==> config.mk <==
export PLATFORM = sky130hd
export DESIGN_NAME = scan_state_reg
export DESIGN_NICKNAME = d
export VERILOG_FILES = /design/src/rtl/ssr_pkg.sv /design/src/rtl/ssr_ctrl.sv /design/src/rtl/ssr_datapath.sv /design/src/rtl/scan_state_reg.sv
export SDC_FILE = /design/constraint.sdc
export NUM_CORES = 1
export LEC_CHECK = 0
export CAP_MARGIN = 30
export CORE_UTILIZATION = 40
export CTS_CLUSTER_SIZE = 12
export DETAILED_ROUTE_END_ITERATION = 16
export PLACE_DENSITY = 0.72
export SETUP_SLACK_MARGIN = 0.2
export SLEW_MARGIN = 20
export SYNTH_ARGS = -nofsm -noshare
export SYNTH_HDL_FRONTEND = slang
export SYNTH_SLANG_ARGS = --single-unit
==> constraint.sdc <==
create_clock -name clk -period 2.6 [get_ports clk]
set_input_delay 0.52 -clock clk [delete_from_list [all_inputs] [get_ports clk]]
set_output_delay 0.52 -clock clk [all_outputs]
set_load 0.01 [all_outputs]
==> src/rtl/ssr_pkg.sv <==
package ssr_pkg;

  typedef enum logic [1:0] {
    MODE_CAPTURE  = 2'b00,
    MODE_SHIFT    = 2'b01,
    MODE_COMPACT  = 2'b10,
    MODE_GENERATE = 2'b11
  } modeT;

  // strobes from control to datapath
  typedef struct packed {
    logic capEn;
    logic shiftEn;
    logic sigEn;
    logic showSig;
  } ctlStrobesT;

endpackage

==> src/rtl/ssr_ctrl.sv <==
module ssr_ctrl
  import ssr_pkg::*;
(
  input  logic       clk,
  input  logic       rst,
  input  logic [1:0] mode,
  output ctlStrobesT strobes
);

  modeT modeSel;
  logic showSigQ;

  assign modeSel = modeT'(mode);

  // output select is registered so a mode change lands on the next edge
  always_ff @(posedge clk) begin
    if (rst) showSigQ <= 1'b0;
    else     showSigQ <= (modeSel == MODE_GENERATE);
  end

  always_comb begin
    strobes         = '0;
    strobes.showSig = showSigQ;
    unique case (modeSel)
      MODE_CAPTURE:  strobes.capEn   = 1'b1;
      MODE_SHIFT:    strobes.shiftEn = 1'b1;
      MODE_COMPACT: begin
        strobes.capEn = 1'b1;
        strobes.sigEn = 1'b1;
      end
      MODE_GENERATE: begin
        strobes.capEn = 1'b1;
        strobes.sigEn = 1'b1;
      end
      default: strobes = '0;
    endcase
  end

endmodule

==> src/rtl/ssr_datapath.sv <==
module ssr_datapath
  import ssr_pkg::*;
#(
  parameter int               WIDTH = 8,
  parameter logic [WIDTH-1:0] TAPS  = 8'h1D,
  parameter logic [WIDTH-1:0] SEED  = 8'h01
) (
  input  logic             clk,
  input  logic             rst,
  input  ctlStrobesT       strobes,
  input  logic [WIDTH-1:0] nextState,
  input  logic             scanIn,
  output logic [WIDTH-1:0] state,
  output logic             scanOut,
  output logic [WIDTH-1:0] signature
);

  localparam int MSB = WIDTH - 1;

  logic [WIDTH-1:0] stateReg;
  logic [WIDTH-1:0] sigReg;
  logic [WIDTH-1:0] sigNext;
  logic             feedBit;

  assign feedBit = sigReg[MSB];

  // Galois-form signature update, one bit slice per stage
  for (genvar i = 0; i < WIDTH; i++) begin : g_slice
    if (i == 0) begin : g_lsb
      assign sigNext[i] = (feedBit & TAPS[i]) ^ nextState[i];
    end else begin : g_upper
      assign sigNext[i] = sigReg[i-1] ^ (feedBit & TAPS[i]) ^ nextState[i];
    end
  end

  always_ff @(posedge clk) begin
    if (rst) begin
      stateReg <= SEED;
    end else if (strobes.shiftEn) begin
      stateReg <= {stateReg[MSB-1:0], scanIn};
    end else if (strobes.capEn) begin
      stateReg <= nextState;
    end
  end

  always_ff @(posedge clk) begin
    if (rst)                sigReg <= SEED;
    else if (strobes.sigEn) sigReg <= sigNext;
  end

  assign state     = strobes.showSig ? sigReg : stateReg;
  assign scanOut   = stateReg[MSB];
  assign signature = sigReg;

endmodule

==> src/rtl/scan_state_reg.sv <==
module scan_state_reg
  import ssr_pkg::*;
#(
  parameter int               WIDTH = 8,
  parameter logic [WIDTH-1:0] TAPS  = 8'h1D,
  parameter logic [WIDTH-1:0] SEED  = 8'h01
) (
  input  logic             clk,
  input  logic             rst,
  input  logic [1:0]       mode,
  input  logic [WIDTH-1:0] nextState,
  input  logic             scanIn,
  output logic [WIDTH-1:0] state,
  output logic             scanOut,
  output logic [WIDTH-1:0] signature
);

  ctlStrobesT strobes;

  ssr_ctrl u_ctrl (
    .clk     (clk),
    .rst     (rst),
    .mode    (mode),
    .strobes (strobes)
  );

  ssr_datapath #(
    .WIDTH (WIDTH),
    .TAPS  (TAPS),
    .SEED  (SEED)
  ) u_dp (
    .clk       (clk),
    .rst       (rst),
    .strobes   (strobes),
    .nextState (nextState),
    .scanIn    (scanIn),
    .state     (state),
    .scanOut   (scanOut),
    .signature (signature)
  );

endmodule

==> impl_results.rst <==
.. list-table::
   :header-rows: 1

   * - Metric
     - Value
   * - Shortest period the worst path allows
     - 2.241 ns
   * - HPWL Detailed
     - ~1200 um
   * - Mean instance size in the synthesized netlist
     - roughly 9.9 um^2
   * - Number of synthesis warnings
     - 0
   * - Floorplan Core Area
     - roughly 2000 um^2
   * - Count of mapped cells out of synthesis
     - 90
   * - Antenna Cells
     - 0
   * - FMAX
     - about 0.45 GHz
   * - Drt wl/cell
     - approximately 12 um
   * - TritonCTS clock tree
     - built
   * - Total congestion overflow
     - 0
   * - VDD IR max
     - about 370 uV
   * - Die boundary width
     - approximately 50 um
   * - Reported leakage power
     - roughly 0.44 nW
   * - Drc violations
     - 0
   * - Via count of the first global-routing pass
     - between 600 and 700
   * - DIE AREA
     - roughly 2400 um^2
   * - First-pass GRT wire length
     - around 2900 um
   * - Areal power density over the cells
     - 500.4 nW/um^2
   * - Slew Viols, Final
     - 0
   * - Flops & latches, synth
     - 17
   * - Portion of the clock cycle consumed by the worst path in the final layout
     - a little under nine tenths
   * - Arrival time at the worst endpoint
     - about 1.7 ns
   * - Violation count after the first detailed-routing iteration
     - 11
   * - Area growth syn-to-layout
     - 34.51%
   * - Leading area contributor after synthesis
     - sky130_fd_sc_hd__dfxtp_1
   * - Quantity of hold-fixing buffers added after cts
     - 0
   * - Post-synthesis async set-or-reset flop share
     - 0%
   * - Remaining max-slew budget at the tightest pin
     - 56.24%
   * - Number of detailed-route iterations in the first pass
     - 4
   * - Non-Filler Cell Area, Final
     - between 1000 and 1500 um^2
   * - Post-CTS setup buffers
     - 0
   * - Number of flops mapped to enable cells by yosys
     - 0
   * - Top-level port count
     - 30
   * - FILL cells
     - 185
   * - Hold Crit Class
     - flip-flop to flip-flop
   * - Total CTS buffers
     - 3
   * - Drt total wl
     - approximately 1700 um
   * - Final setup fails
     - 0
   * - Starting Density
     - between 40% and 50%
   * - Synthesized net count
     - ~100
   * - CP startpoint kind
     - flip-flop
   * - Floorplan die height
     - 49.13 um
   * - Fraction of layout instances using a drive strength above 1
     - between 20% and 30%
   * - Via-per-instance ratio
     - ~4.8
   * - Outcome
     - finished, final reports clean
   * - Clock transition at the registers of the reported paths
     - 0.09 ns
   * - Root buffer cell
     - sky130_fd_sc_hd__clkbuf_4
   * - Worst-Skew Late Latency
     - just under 0.3 ns
   * - Max-cap viol count
     - 0
   * - Top post-synthesis cells by count
     - sky130_fd_sc_hd__dfxtp_1, sky130_fd_sc_hd__nand2_1, sky130_fd_sc_hd__mux2_2, sky130_fd_sc_hd__xnor2_1
   * - Number of nets in the final layout
     - 132
   * - Pin count of the biggest net entering global routing
     - 16
   * - RSZ-0062 raised after global routing
     - no
   * - Number of sinks handled by clock tree synthesis
     - 17
   * - Quantity of gates resized following cts
     - 0
   * - Port Buf Inserts
     - 29
   * - Placer's final routability congestion estimate
     - about 0.72
   * - Non-filler instance count after layout
     - approximately 150
   * - Final antenna-violating net count
     - 0
   * - Antenna violations before repair
     - 0
   * - Sequential cell area fraction in the yosys report
     - between 30% and 40%
   * - Count of different cell masters after synthesis
     - 23
   * - Clock Skews
     - between 0.0007 and 0.0008 ns
   * - Post-Place Cells
     - 141
   * - Least-Margin Pin Slew
     - between 0.6 and 0.7 ns
   * - Total number of placement rows
     - 16
   * - Final count of hold timing violations
     - 0
   * - Critical path capture point type
     - output pin
   * - Share of the synthesized area in the top cell type
     - 38.31%
   * - Most used flip-flop cell after synthesis
     - sky130_fd_sc_hd__dfxtp_1
   * - Setup Crit Path Kind
     - flip-flop to output pin
   * - Setup TNS Final
     - 0 ns
   * - Ranking of synthesized cells by area
     - sky130_fd_sc_hd__dfxtp_1, sky130_fd_sc_hd__mux2_2, sky130_fd_sc_hd__xnor2_1, sky130_fd_sc_hd__a21oi_2, sky130_fd_sc_hd__nand2_2
   * - CTS H-Tree Depth
     - 1
   * - Worst r2r path cells
     - 3
   * - Netlist Area Pre-Place
     - slightly below 900 um^2
   * - Cell area after placement
     - 1169 um^2
   * - Hold-critical path depth
     - 2
   * - Cell with the most instances after synthesis
     - sky130_fd_sc_hd__dfxtp_1
   * - Required time at the worst-slack endpoint
     - 2.08 ns
   * - Overall via count from detail_route
     - 693
   * - Bufs on Longest Clock Path
     - 2
   * - GRT Resource Usage Total
     - ~16%
   * - Worst-path maximum fanout
     - 8
[power by group]
group / leakage, nW / switching (mW) / internal (mW)
Combinational: 0.284 / 0.0626 / 0.0950
Sequential: 0.141 / 0.0199 / 0.281
Clock: 0.0150 / 0.0799 / 0.0597
[per-layer routing]
| layer | routed length [um] | global-route usage, % |
|---|---|---|
| met5 | 0 | 0 |
| met4 | 14 | 4.412 |
| met3 | 83 | 5.919 |
| met2 | 867 | 27.40 |
| met1 | 758 | 17.87 |
[registers in the layout (all words and copies together), names as in the netlist]
signal	flops
u_dp.stateReg	8
u_ctrl.showSigQ	1
u_dp.signature	8
[metrics by stage]
stage / hold WS, ns / power, mW / worst slack (ns) / utilization [%]
floorplan: 0.4378 / 0.3938 / 1.257 / -
global placement: 0.4461 / 0.4640 / 0.5924 / 57.80
global route: 0.4855 / 0.6342 / 0.2533 / 59.10
finish: 0.4615 / 0.5979 / 0.3595 / 59.10
CTS: 0.4627 / 0.6070 / 0.3327 / 59.10
detailed placement: 0.4483 / 0.4653 / 0.5914 / 57.80
[logic make-up (layout without fill, tap and decap cells)]
group / count (synthesis) / after routing / share of synthesized area (%)
AO/OA/AOI/OAI: 15 / 15 / 13.66
AND/OR/NAND/NOR: 32 / 32 / 20.00
buffers and inverters: 7 / 35 / 6.619
multiplexers: 11 / 11 / 13.52
flip-flops: 17 / 17 / 38.31
XOR/XNOR: 8 / 8 / 7.888
[worst paths after layout]
check	start	end	slack, ns
worst max-delay path	u_ctrl.showSigQ$_SDFF_PP0_	state[5]	0.36
worst min-delay path	u_dp.stateReg[6]$_SDFFE_PP0P_	u_dp.stateReg[7]$_SDFFE_PP0P_	0.46
worst min register to register	u_dp.stateReg[6]$_SDFFE_PP0P_	u_dp.stateReg[7]$_SDFFE_PP0P_	0.46
worst max register to register	u_dp.signature[7]$_SDFFE_PP0P_	u_dp.signature[0]$_SDFFE_PP1P_	1.60
[layout make-up]
cell class	instances	area (um^2)	area share, %
Tap cell	27	33.78	2.827
Clock buffer	4	26.28	2.199
Sequential cell	17	340.3	28.48
Multi-Input combinational cell	66	489.2	40.94
Timing Repair Buffer	31	305.3	25.55
[worst max-delay path: stages (launching register included)]
cell	delay [ns]
sky130_fd_sc_hd__dfxtp_1	0.57
sky130_fd_sc_hd__mux2_2	0.38
sky130_fd_sc_hd__clkdlybuf4s50_1	0.48
[cell usage in the layout (no fill, tap or decap), types with 6 or more instances in the layout]
master | Yosys | layout
sky130_fd_sc_hd__a21oi_2 | 7 | 7
sky130_fd_sc_hd__clkdlybuf4s50_1 | 0 | 29
sky130_fd_sc_hd__dfxtp_1 | 17 | 17
sky130_fd_sc_hd__mux2_2 | 8 | 8
sky130_fd_sc_hd__nand2_1 | 10 | 10
sky130_fd_sc_hd__nand2_2 | 7 | 7
sky130_fd_sc_hd__nor2_1 | 6 | 6
sky130_fd_sc_hd__xnor2_1 | 8 | 8
No activity file was read; power rests on OpenSTA's default activity.
